--- src/rtl/irq_route_regs.sv ---
// Routing byte register file: one byte per request line at consecutive
// addresses from ROUTE_BASE. Assumes ROUTE_BASE + NUM_REQ fits in ADDR_W.
module irq_route_regs #(
    parameter int               NUM_REQ    = 4,
    parameter int               DATA_W     = 8,
    parameter int               ADDR_W     = 8,
    parameter logic [ADDR_W-1:0] ROUTE_BASE = 8'h60,
    parameter logic [DATA_W-1:0] RESET_VAL  = 8'h80
) (
    input  logic                      clk,
    input  logic                      rst_n,
    input  logic [ADDR_W-1:0]         cfg_addr,
    input  logic                      cfg_wr_en,
    input  logic [DATA_W-1:0]         cfg_wr_data,
    output logic [DATA_W-1:0]         cfg_rd_data,
    output logic [NUM_REQ*DATA_W-1:0] route_flat
);

    logic [NUM_REQ-1:0] hit;

    // Address decode, one comparator per routing byte.
    for (genvar r = 0; r < NUM_REQ; r++) begin : g_dec
        assign hit[r] = (cfg_addr == ADDR_W'(ROUTE_BASE + ADDR_W'(r)));
    end

    // Routing byte storage with reset to the disable value.
    always_ff @(posedge clk) begin
        if (!rst_n) begin
            for (int r = 0; r < NUM_REQ; r++)
                route_flat[r*DATA_W +: DATA_W] <= RESET_VAL;
        end else begin
            for (int r = 0; r < NUM_REQ; r++)
                if (cfg_wr_en && hit[r])
                    route_flat[r*DATA_W +: DATA_W] <= cfg_wr_data;
        end
    end

    // Read mux; addresses outside the window return zero.
    always_comb begin
        cfg_rd_data = '0;
        for (int r = 0; r < NUM_REQ; r++)
            if (hit[r]) cfg_rd_data = route_flat[r*DATA_W +: DATA_W];
    end

    a_r1_reset_value: assert property (@(posedge clk)
        !rst_n |=> (route_flat == {NUM_REQ{RESET_VAL}}));

    for (genvar r = 0; r < NUM_REQ; r++) begin : g_chk
        a_r2_readback: assert property (@(posedge clk) disable iff (!rst_n)
            (cfg_wr_en && hit[r]) |=> (route_flat[r*DATA_W +: DATA_W] == $past(cfg_wr_data)));
    end

    a_r3_outside_ignored: assert property (@(posedge clk) disable iff (!rst_n)
        (cfg_wr_en && (hit == '0)) |=> $stable(route_flat));

endmodule

--- src/rtl/irq_level_map.sv ---
// Registered level map: bit (o*NUM_REQ + r) is high when request line r is
// high and routed to output o. Rebuilt in full every cycle from the current
// routing bytes, so a routing change leaves no stale bits.
module irq_level_map #(
    parameter int NUM_REQ = 4,
    parameter int NUM_OUT = 16,
    parameter int DATA_W  = 8,
    localparam int MAP_W  = NUM_REQ * NUM_OUT
) (
    input  logic                      clk,
    input  logic                      rst_n,
    input  logic [NUM_REQ*DATA_W-1:0] route_flat,
    input  logic [NUM_REQ-1:0]        req_lvl,
    output logic [MAP_W-1:0]          map_q
);

    logic [NUM_REQ-1:0] line_on;
    logic [MAP_W-1:0]   map_next;

    // A routing byte at or above NUM_OUT disables its line.
    for (genvar r = 0; r < NUM_REQ; r++) begin : g_en
        assign line_on[r] = (route_flat[r*DATA_W +: DATA_W] < DATA_W'(NUM_OUT)) && req_lvl[r];
    end

    // One decoded bit per (output, line) pair.
    for (genvar o = 0; o < NUM_OUT; o++) begin : g_o
        for (genvar r = 0; r < NUM_REQ; r++) begin : g_r
            assign map_next[o*NUM_REQ + r] =
                line_on[r] && (route_flat[r*DATA_W +: DATA_W] == DATA_W'(o));
        end
    end

    // Map register, cleared by reset.
    always_ff @(posedge clk) begin
        if (!rst_n) map_q <= '0;
        else        map_q <= map_next;
    end

    a_r1_map_cleared: assert property (@(posedge clk)
        !rst_n |=> (map_q == '0));

    for (genvar r = 0; r < NUM_REQ; r++) begin : g_chk
        logic [NUM_OUT-1:0] col;
        for (genvar o = 0; o < NUM_OUT; o++) begin : g_col
            assign col[o] = map_q[o*NUM_REQ + r];
        end
        a_r5_disabled_column: assert property (@(posedge clk) disable iff (!rst_n)
            (route_flat[r*DATA_W +: DATA_W] >= DATA_W'(NUM_OUT)) |=> (col == '0));
    end

endmodule

--- src/rtl/irq_out_combine.sv ---
// Wired-OR of the level map: each output is the OR of its NUM_REQ bits.
// Assumes the map is already registered, so outputs come from flops.
module irq_out_combine #(
    parameter int NUM_REQ = 4,
    parameter int NUM_OUT = 16,
    localparam int MAP_W  = NUM_REQ * NUM_OUT
) (
    input  logic [MAP_W-1:0]   map_q,
    output logic [NUM_OUT-1:0] irq_out
);

    // Reduce each output's slice of the map.
    for (genvar o = 0; o < NUM_OUT; o++) begin : g_or
        assign irq_out[o] = |map_q[o*NUM_REQ +: NUM_REQ];
    end

endmodule

--- src/rtl/irq_steer_router.sv ---
// Top of the PCI interrupt line steering router: routing registers, level
// map and output OR. Assumes request levels are synchronous to clk.
module irq_steer_router #(
    parameter int               NUM_REQ    = 4,
    parameter int               NUM_OUT    = 16,
    parameter int               DATA_W     = 8,
    parameter int               ADDR_W     = 8,
    parameter logic [ADDR_W-1:0] ROUTE_BASE = 8'h60,
    parameter logic [DATA_W-1:0] RESET_VAL  = 8'h80
) (
    input  logic               clk,
    input  logic               rst_n,
    input  logic [ADDR_W-1:0]  cfg_addr,
    input  logic               cfg_wr_en,
    input  logic [DATA_W-1:0]  cfg_wr_data,
    output logic [DATA_W-1:0]  cfg_rd_data,
    input  logic [NUM_REQ-1:0] req_lvl,
    output logic [NUM_OUT-1:0] irq_out
);

    localparam int MAP_W = NUM_REQ * NUM_OUT;

    logic [NUM_REQ*DATA_W-1:0] route_flat;
    logic [MAP_W-1:0]          map_q;

    irq_route_regs #(
        .NUM_REQ(NUM_REQ), .DATA_W(DATA_W), .ADDR_W(ADDR_W),
        .ROUTE_BASE(ROUTE_BASE), .RESET_VAL(RESET_VAL)
    ) u_regs (
        .clk(clk), .rst_n(rst_n), .cfg_addr(cfg_addr), .cfg_wr_en(cfg_wr_en),
        .cfg_wr_data(cfg_wr_data), .cfg_rd_data(cfg_rd_data), .route_flat(route_flat)
    );

    irq_level_map #(.NUM_REQ(NUM_REQ), .NUM_OUT(NUM_OUT), .DATA_W(DATA_W)) u_map (
        .clk(clk), .rst_n(rst_n), .route_flat(route_flat), .req_lvl(req_lvl), .map_q(map_q)
    );

    irq_out_combine #(.NUM_REQ(NUM_REQ), .NUM_OUT(NUM_OUT)) u_or (
        .map_q(map_q), .irq_out(irq_out)
    );

    a_r1_outputs_low: assert property (@(posedge clk)
        !rst_n |=> (irq_out == '0));

    a_r7_output_needs_request: assert property (@(posedge clk) disable iff (!rst_n)
        (irq_out != '0) |-> $past(req_lvl != '0));

    for (genvar r = 0; r < NUM_REQ; r++) begin : g_r
        for (genvar o = 0; o < NUM_OUT; o++) begin : g_o
            a_r6_routed_request_raises: assert property (@(posedge clk) disable iff (!rst_n)
                (req_lvl[r] && (route_flat[r*DATA_W +: DATA_W] == DATA_W'(o))) |=> irq_out[o]);
        end
    end

endmodule

--- config.mk ---
export PLATFORM = sky130hd
export DESIGN_NAME = irq_steer_router
export DESIGN_NICKNAME = d
export VERILOG_FILES = /design/src/rtl/irq_route_regs.sv /design/src/rtl/irq_level_map.sv /design/src/rtl/irq_out_combine.sv /design/src/rtl/irq_steer_router.sv
export SDC_FILE = /design/constraint.sdc
export NUM_CORES = 1
export LEC_CHECK = 0
export BUFFER_PORTS_ARGS = -buffer_cell sky130_fd_sc_hd__buf_2
export CAP_MARGIN = 20
export CELL_PAD_IN_SITES_DETAIL_PLACEMENT = 1
export CELL_PAD_IN_SITES_GLOBAL_PLACEMENT = 2
export CORE_UTILIZATION = 39
export DETAILED_ROUTE_END_ITERATION = 7
export HOLD_SLACK_MARGIN = 0.08
export PLACE_DENSITY = 0.81
export RECOVER_POWER = 100
export SYNTH_ARGS = -nofsm -noshare
export SYNTH_HDL_FRONTEND = slang
export SYNTH_SLANG_ARGS = --single-unit
--- constraint.sdc ---
create_clock -name clk -period 2.88 [get_ports clk]
set_clock_uncertainty 0.1 [all_clocks]
set_input_delay 0.144 -clock clk [delete_from_list [all_inputs] [get_ports clk]]
set_output_delay 0.144 -clock clk [all_outputs]
set_load 0.02 [all_outputs]
== Word-level counts from Yosys, hierarchy flattened ==
Index checks and enable logic that the tools add are counted.

* Logic and storage cells: 169
* Flip-flop bits (word level): 96

* Reductions and logical operators: 92
* Equality and inequality tests: 64
* Multiplexer cells: 4
* Magnitude comparators: 4

{| class="wikitable"
|+ Operator list
! cell !! number
|-
| 8-bit by 4-bit equality test with 1-bit output, second input constant || 32
|-
| 8-bit by 3-bit equality test with 1-bit output, second input constant || 16
|-
| 1-bit logical AND || 72
|-
| 8-bit by 2-bit equality test with 1-bit output, second input constant || 8
|-
| 4-bit OR reduction || 16
|-
| 8-bit by 1-bit equality test with 1-bit output, second input constant || 4
|-
| 8-bit by 7-bit equality test with 1-bit output, second input constant || 4
|-
| 8-bit zero test || 4
|-
| 8-bit by 5-bit less-than comparator with 1-bit output, second input constant || 4
|-
| 8-bit 2-to-1 mux || 4
|}

== Logic depth before layout (Yosys ltp) ==
Gate-level depths: netlist (run 1).

* Word-level depth: 5
* Mapped depth: 5

== Modules after synthesis ==
Synthesis (run 1) repeated with hierarchy kept, for this count alone.

* Cells, all modules: 363
* Area, all modules: 3709.8 µm²

{| class="wikitable"
|+ By module, submodules not included
! module !! instances !! cells an instance !! area each (µm²) !! sequential area each (µm²)
|-
| irq_level_map || 1 || 169 || 1974.4 || 1281.2
|-
| irq_route_regs || 1 || 178 || 1615.3 || 640.6
|-
| irq_out_combine || 1 || 16 || 120.1 || 0.0
|}

== Worst setup path before layout (run 1) ==
No wires, ideal clock.

* Path type: register -> output
* Start point: register u_regs.route_flat[24]
* End point: output cfg_rd_data[0]
* Cell stages (with the launch flop): 4
* Required time: 2.636 ns
* Slack: 1.486 ns
* Buffers on the path: 1
* Data arrival time: 1.150 ns
* Cell sequence: dfxtp_1 > clkbuf_1 > mux4_2 > and3_1

* Word-level cells in the longest chain between the ends: 1

{| class="wikitable"
|+ RTL lines
! element !! line !! text
|-
| start, declared || irq_route_regs.sv:16 || <nowiki>output logic [NUM_REQ*DATA_W-1:0] route_flat</nowiki>
|-
| start signal, assigned by index || irq_route_regs.sv:34 || <nowiki>route_flat[r*DATA_W +: DATA_W] <= cfg_wr_data;</nowiki>
|-
| 8-bit 2-to-1 mux || irq_route_regs.sv:42 || <nowiki>if (hit[r]) cfg_rd_data = route_flat[r*DATA_W +: DATA_W];</nowiki>
|-
| end, declared || irq_steer_router.sv:16 || <nowiki>output logic [DATA_W-1:0] cfg_rd_data,</nowiki>
|}

No other way between the ends.

==> reports/qor.yml, run 1 <==
clock_tree:
  cts-buffers-inserted: 9
  cts.path.max_buffers: 2
  cts_tree: "done"
  cts_sinks: 96
  clk_pin_slew_worst_paths_ns: 0.09
  htree_num_levels: 3
  clk_latency_ns: 0.37
  postCtsSetupBuffers: 0
  cts_root_buf: "clkbuf_8"
timing:
  finalHoldViolCount: 0
  drv_slew: 0
  period_needed_ns: 2.179
  finalSetupViolCount: 0
  fmax_ghz: 0.4589
  rsz0062_at_grt: "false"
  finalCritPeriodShare: 0.7567
  slew_headroom: 0.2223
  worst_slack_ns: 0.7008
  worst_pin_slew_ns: 1.167
  fin_tns_setup_ns: 0
worst_setup_path:
  critPathLaunch: "rst_n"
  crit_slowest_cell: "clkbuf_1"
  critPathKind: "in2reg"
  critical-path-max-stage-delay_ns: 0.89
  reg2regPathDepth: 3
  endpoint_kind: "flop"
  r2r_setup_slack_ns: 1.15
  critical-path-top-delay-family: "buffers and inverters"
  worstSetupStartpointType: "primary input"
  worst-path-stages: 5
  worst_r2r_endpoint: "u_map.map_q[5]"
  arrival_ns: 2.37
  crit_buf_inv: 3
  crit_chain: "dlygate4sd3_1, buf_2, clkbuf_1, nand2_1, mux2i_1"
  cp-endpoint: "u_regs.route_flat[2]"
  cp_max_fo: 28
  r2r-start: "u_regs.route_flat[12]"
  worstPathRequired_ns: 3.07
finish:
  final_cell_mix: "dfxtp_1, nor2_1, nand2_1"
  mostFrequentLayoutCell: "dfxtp_1"
  n_antenna_cell: 0
  stdcell_count: 488
  syn2layout_area_growth_pct: 13.91
  layout-drive-gt1-share: 0.1316
  final_core_util: 0.4570
  finalNetCount: 398
  nFillCells: 1007
placement:
  port_buffers: 46
  place_worst_setup_slack_ns: 0.9276
  dp_cells: 463
  dp_hpwl_mm: 6.459
  gp_congestion: 0.7581
routing:
  drt_pass1_iterations: 4
  vias: 2544
  drtIter0Drc: 93
  vias_per_cell: 5.213
  postRouteAntennaNets: 0
  remaining_drc_errors: 0
  routed_wl_mm: 9.118
  wl_per_cell_um: 18.68
grt:
  grt_overflow_total: 0
  grt_usage: 0.2178
  grt_pass1_wl_mm: 14.36
  antenna_found_initial: 0
  grt_max_degree: 29
  grt_pass1_vias: 2553
synth:
  synth_xor_area_frac: 0
  synth.largest_area_cell: "dfxtp_1"
  synth_warnings: 0
  syn_inst: 327
  synthTopCellsByArea: "dfxtp_1, mux2i_1, nor2_1"
  synthAdderAreaFrac: 0
  synth_top_area_frac: 0.5519
  ys_ff_latch: 96
  synth_area_per_cell_um2: 10.65
  synth-compound-area-share: 0
  synth.area.mux_share: 0.1437
  synth_fp_nets: 350
  synth_area_um2: 3482
  yosysUniqueCellTypes: 27
  yosysSeqAreaShare: 0.5519
  synth-simple-area-share: 0.2756
  synth_top_family_by_area: "simple AND/OR/NAND/NOR gates"
power_and_ir_drop:
  pwr-share-clk: 0.370
  p_per_area_nw_per_um2: 560.0
  p_leak_nw: 1.700
  p_int_mw: 1.688
  power_switching_share: 0.2402
  power_frac_seq: 0.598
  switching_power_uw: 533.4
  vdd_drop_max_uv: 201.8
  comb_power_share: 0.032
run_status:
  outcome: "completed"
die:
  coreArea_um2: 8678
  die_h_um: 96.49
  rows: 34
  die_x_um: 96.49
  io_pins: 47
  dieArea_um2: 9310
  start_util: 0.4012
min_path:
  hold-path-cell-count: 4
  hp-class: "in2reg"
job:
  maxCapViolations: 0
## kinds of logic (layout without fill, tap and decap cells)
family,after synthesis,after routing
DFF,96,96
buffers and inverters,19,72
and+or+nand+nor,172,172
muxes,40,40
## layer usage
layer  up-vias  global-route usage  routed length, um  share of wire
met5         -                   0                  0              0
met4         0             0.06863                106          0.012
met3        11             0.05712                349          0.038
met2        55              0.3627               4559           0.50
met1      1247              0.2746               4103           0.45
li1       1231                   -                  -              -
## state kept, by name (all words and copies together) (netlist names)
register,cells
u_map.map_q,64
u_regs.route_flat,32
## worst min-delay path: cells and delay by family
kind | cells | cell delay (ns)
buf+inv | 1 | 0.10
simple gates | 3 | 0.34
## worst min path at each step
stage / startpoint / to / slack, ns
floorplan: cfg_wr_data[7] / u_regs.route_flat[23] / 0.23
global placement: cfg_wr_data[7] / u_regs.route_flat[31] / 0.34
detailed placement: cfg_wr_data[7] / u_regs.route_flat[15] / 0.36
CTS: req_lvl[2] / u_map.map_q[50] / 0.15
global route: req_lvl[2] / u_map.map_q[50] / 0.17
finish: req_lvl[2] / u_map.map_q[50] / 0.17
## cell usage after synthesis (all sizes together)
cell type  instances
nand4              5
dfxtp             96
mux4               8
buf                7
nor2b              5
clkbuf            12
nand2b             8
or4               16
and4bb             1
nor2              51
nand2             40
and3               8
nor3              15
mux2i             32
nor4               3
nand3              4
nand4b            10
nor4b              5
nor3b              1
## layout make-up
type / count / area (um2) / area share
Clock inverter: 6 / 52.55 / 0.01325
Multi-Input combinational cell: 212 / 1435 / 0.3618
Sequential cell: 96 / 1922 / 0.4845
Tap cell: 108 / 135.1 / 0.03407
Timing Repair Buffer: 56 / 294.0 / 0.07413
Clock buffer: 10 / 127.6 / 0.03218
## metrics by stage
stage / hold slack (ns) / power (mW) / cell area (um2)
floorplan: 0.2333 / 1.398 / 3482
global placement: 0.3399 / 1.423 / 3755
detailed placement: 0.3578 / 1.423 / 3755
CTS: 0.1478 / 2.253 / 4025
global route: 0.1739 / 2.302 / 3966
finish: 0.1669 / 2.221 / 3966
## power by group through the flow
stage,clock network [mW],registers [mW],logic [mW]
floorplan,0,1.36,0.0397
global placement,0,1.36,0.0642
detailed placement,0,1.36,0.0642
CTS,0.851,1.33,0.0737
global route,0.897,1.33,0.0775
finish,0.823,1.33,0.0708
## what timing repair did
action,in CTS,in global routing
hold buffers,9,0
hold endpoints to repair,32,0
gates resized for setup,0,0
Power figures use the tool's default switching activity.
==> inputs of run 2 (changes only) <==
--- a/config.mk
+++ b/config.mk
@@ -5,14 +5,15 @@
 export SDC_FILE = /design/constraint.sdc
 export NUM_CORES = 1
 export LEC_CHECK = 0
+export ABC_AREA = 1
 export BUFFER_PORTS_ARGS = -buffer_cell sky130_fd_sc_hd__buf_2
 export CAP_MARGIN = 20
 export CELL_PAD_IN_SITES_DETAIL_PLACEMENT = 1
 export CELL_PAD_IN_SITES_GLOBAL_PLACEMENT = 2
-export CORE_UTILIZATION = 39
+export CORE_UTILIZATION = 33
 export DETAILED_ROUTE_END_ITERATION = 7
 export HOLD_SLACK_MARGIN = 0.08
-export PLACE_DENSITY = 0.81
+export PLACE_DENSITY = 0.77
 export RECOVER_POWER = 100
 export SYNTH_ARGS = -nofsm -noshare
 export SYNTH_HDL_FRONTEND = slang
==> constraint.sdc (replaced) <==
create_clock -name clk -period 2.1 [get_ports clk]
set_clock_uncertainty 0.1 [all_clocks]
set_input_delay 0.105 -clock clk [delete_from_list [all_inputs] [get_ports clk]]
set_output_delay 0.105 -clock clk [all_outputs]
set_load 0.02 [all_outputs]
==> run 2 against run 1 <==
Net effect: the run now ends with design-rule violations left; final area increased by 16%; total power increased by 61%; non-clock buffer count unchanged; clock power increased by 96%; worst hold slack got worse by 0.096 ns; largest cell class unchanged; largest power group unchanged.
==> reports/qor.yml, run 2 <==
timing:
  finalSetupViolCount: 0  # unchanged
  slew_headroom: 0.4745  # +0.2523
  fmax_ghz: 0.5618
  finalCritPeriodShare: 0.8476
  drv_slew: 0  # unchanged
  period_needed_ns: 1.780
  whs_ns: 0.07131  # -0.09560 ns
  worst_pin_slew_ns: 0.7873  # -0.3792 ns
  fin_tns_setup_ns: 0  # unchanged
  finalHoldViolCount: 0  # unchanged
  rsz0062_at_grt: "false"
finish:
  largest_reg_flops: 64  # unchanged
  design_area_um2: 4601  # +16%
  layout-drive-gt1-share: 0.1126  # -0.01895
  largestRegisters: "u_map.map_q (64), u_regs.route_flat (32)"
  final_cell_mix: "nor2_1, nand2_1, dfxtp_1"
  stdcell_count: 729  # +49%
  n_antenna_cell: 0  # unchanged
  finalNetCount: 604  # +52%
  syn2layout_area_growth_pct: 17.21
  mostFrequentLayoutCell: "nor2_1"
  regMostFlops: "u_map.map_q"
worst_setup_path:
  worstSetupStartpointType: "primary input"
  worst_r2r_endpoint: "u_map.map_q[36]"
  r2r-start: "u_regs.route_flat[5]"
  critPathKind: "in2out"
  arrival_ns: 1.57  # -0.80 ns
  critical-path-max-stage-delay_ns: 0.63  # -0.26 ns
  r2r_setup_slack_ns: 0.60  # -0.55 ns
  crit_slowest_cell: "nor2_2"
  critical-path-top-delay-family: "simple AND/OR/NAND/NOR gates"
  crit_chain: "buf_2, nor2_4, nand2_8, nor2_2, nand2_1, nand4_1, clkbuf_1"
  endpoint_kind: "output pin"
  worstPathRequired_ns: 1.89  # -1.18 ns
  worst-path-stages: 7  # +2
  cp_max_fo: 16  # -43%
  reg2regPathDepth: 5  # +2
  crit_buf_inv: 2  # -1
clock_tree:
  clk_pin_slew_worst_paths_ns: 0.07  # -0.02 ns
  postCtsSetupBuffers: 0  # unchanged
  cts_sinks: 96  # unchanged
  cts_tree: "done"
  cts-buffers-inserted: 9  # unchanged
  cts_root_buf: "clkbuf_16"
  htree_num_levels: 3  # unchanged
  clk_latency_ns: 0.34  # -0.03 ns
  cts.path.max_buffers: 2  # unchanged
die:
  dieArea_um2: 12330  # +32%
  rows: 39  # +15%
  coreArea_um2: 11520  # +33%
  die_x_um: 111.1  # +15%
  die_h_um: 111.1  # +15%
  io_pins: 47  # unchanged
  start_util: 0.3408  # -0.06041
synth:
  ys_ff_latch: 96  # unchanged
  yosysUniqueCellTypes: 22  # -19%
  yosysMostFrequentCell: "nor2_1"
  synth_fp_nets: 552  # +58%
  syn_inst: 529  # +62%
  synth_warnings: 0  # unchanged
  yosysSeqAreaShare: 0.4896  # -0.06228
  synth.largest_area_cell: "dfxtp_1"
  synth_edf_count: 0  # unchanged
  synthArstFlopShare: 0  # unchanged
  ys.flop_type: "dfxtp_1"
  synthTopCellsByArea: "dfxtp_1, nor2_1, nand2_1"
  synth_area_um2: 3925  # +13%
  yosys-top-cells-count: "nor2_1, nand2_1, dfxtp_1"
  synth_area_per_cell_um2: 7.420  # -30%
  synth_top_area_frac: 0.4896  # -0.06228
power_and_ir_drop:
  vdd_drop_max_uv: 377.5  # +87%
  total_power_mw: 3.584  # +61%
  p_per_area_nw_per_um2: 778.9  # +39%
  p_leak_nw: 2.018  # +19%
routing:
  remaining_drc_errors: 8  # +8
  vias_per_cell: 4.717  # -9.5%
  wl_per_cell_um: 15.64  # -16%
  drtIter0Drc: 125  # +34%
  drt_pass1_iterations: 7  # +3
  vias: 3439  # +35%
  routed_wl_mm: 11.40  # +25%
  postRouteAntennaNets: 0  # unchanged
min_path:
  hold-path-cell-count: 5  # +1
  hold_end: "u_regs.route_flat[8]"
  hp-class: "in2reg"
  hp-start: "cfg_wr_data[0]"
grt:
  grt_usage: 0.1967  # -0.02100
  grt_overflow_total: 0  # unchanged
  antenna_found_initial: 0  # unchanged
  grt_max_degree: 44  # +52%
  grt_pass1_vias: 3546  # +39%
  grt_pass1_wl_mm: 18.51  # +29%
run_status:
  violations: "design-rule violations"
  outcome: "finished, violations left"
placement:
  dpl_cell_area_um2: 4268  # +14%
  dp_hpwl_mm: 8.726  # +35%
  dp_cells: 706  # +52%
  gp_congestion: 0.7728  # +1.9%
  port_buffers: 46  # unchanged
job:
  maxCapViolations: 0  # unchanged
==> run 2: stage by stage <==
stage	util	setup slack [ns]
floorplan	-	0.9869
finish	0.3995	0.3200
detailed placement	0.3706	0.5998
CTS	0.4024	0.5854
global route	0.3995	0.1884
global placement	0.3706	0.6210
==> run 2: repair_timing <==
action	4_1_cts	5_1_grt
resized for setup	0	0
endpoints found under the hold margin	14	0
hold buffers	7	0
setup endpoints to repair	0	0
==> run 2: final cells by class <==
class,count,area [um2]
Fill cell,1460,6915
Sequential cell,96,1922
Multi-Input combinational cell,354,1652
Timing Repair Buffer,56,306.5
Inverter,64,245.2
Clock buffer,10,239.0
Tap cell,143,178.9
Clock inverter,6,57.56
==> run 2: cells by family (layout without fill, tap and decap cells) <==
logic type / after synthesis / count (layout) / synth area share
and+or+nand+nor: 347 / 347 / 0.4131
DFF: 96 / 96 / 0.4896
buffers and inverters: 79 / 136 / 0.08830
AOI/OAI and AO/OA: 7 / 7 / 0.008925
==> run 2: how the worst max path moves through the flow <==
| stage | from | to | slack [ns] |
|---|---|---|---|
| 6_report | cfg_addr[4] | cfg_rd_data[0] | 0.32 |
| 5_1_grt | cfg_addr[4] | cfg_rd_data[0] | 0.19 |
| 4_1_cts | u_regs.route_flat[5] | u_map.map_q[36] | 0.59 |
| 3_5_place_dp | cfg_addr[4] | cfg_rd_data[3] | 0.60 |
| 3_3_place_gp | cfg_addr[4] | cfg_rd_data[6] | 0.62 |
| 2_1_floorplan | u_regs.route_flat[14] | u_map.map_q[13] | 0.99 |
==> run 2: where the power goes <==
group	internal [mW]	switching [mW]	leakage (nW)
Sequential	1.82	0.00151	0.773
Combinational	0.0495	0.0997	1.10
Clock	0.865	0.747	0.147
==> run 2: routing by layer <==
layer,up-vias,share of wire,track usage,wire length [um]
met5,-,0,0,0
met4,0,0.011,0.04955,131
met3,11,0.025,0.03718,283
met2,51,0.51,0.3673,5831
met1,1617,0.45,0.2295,5153
li1,1760,-,-,-
==> run 2: worst reg2reg max path, cell delays in order (launching register included) <==
cell	delay (ns)
dfxtp_1	0.33
nor2_1	0.11
nand3_1	0.39
nor2_1	0.22
nand3_1	0.17
nor2_1	0.12
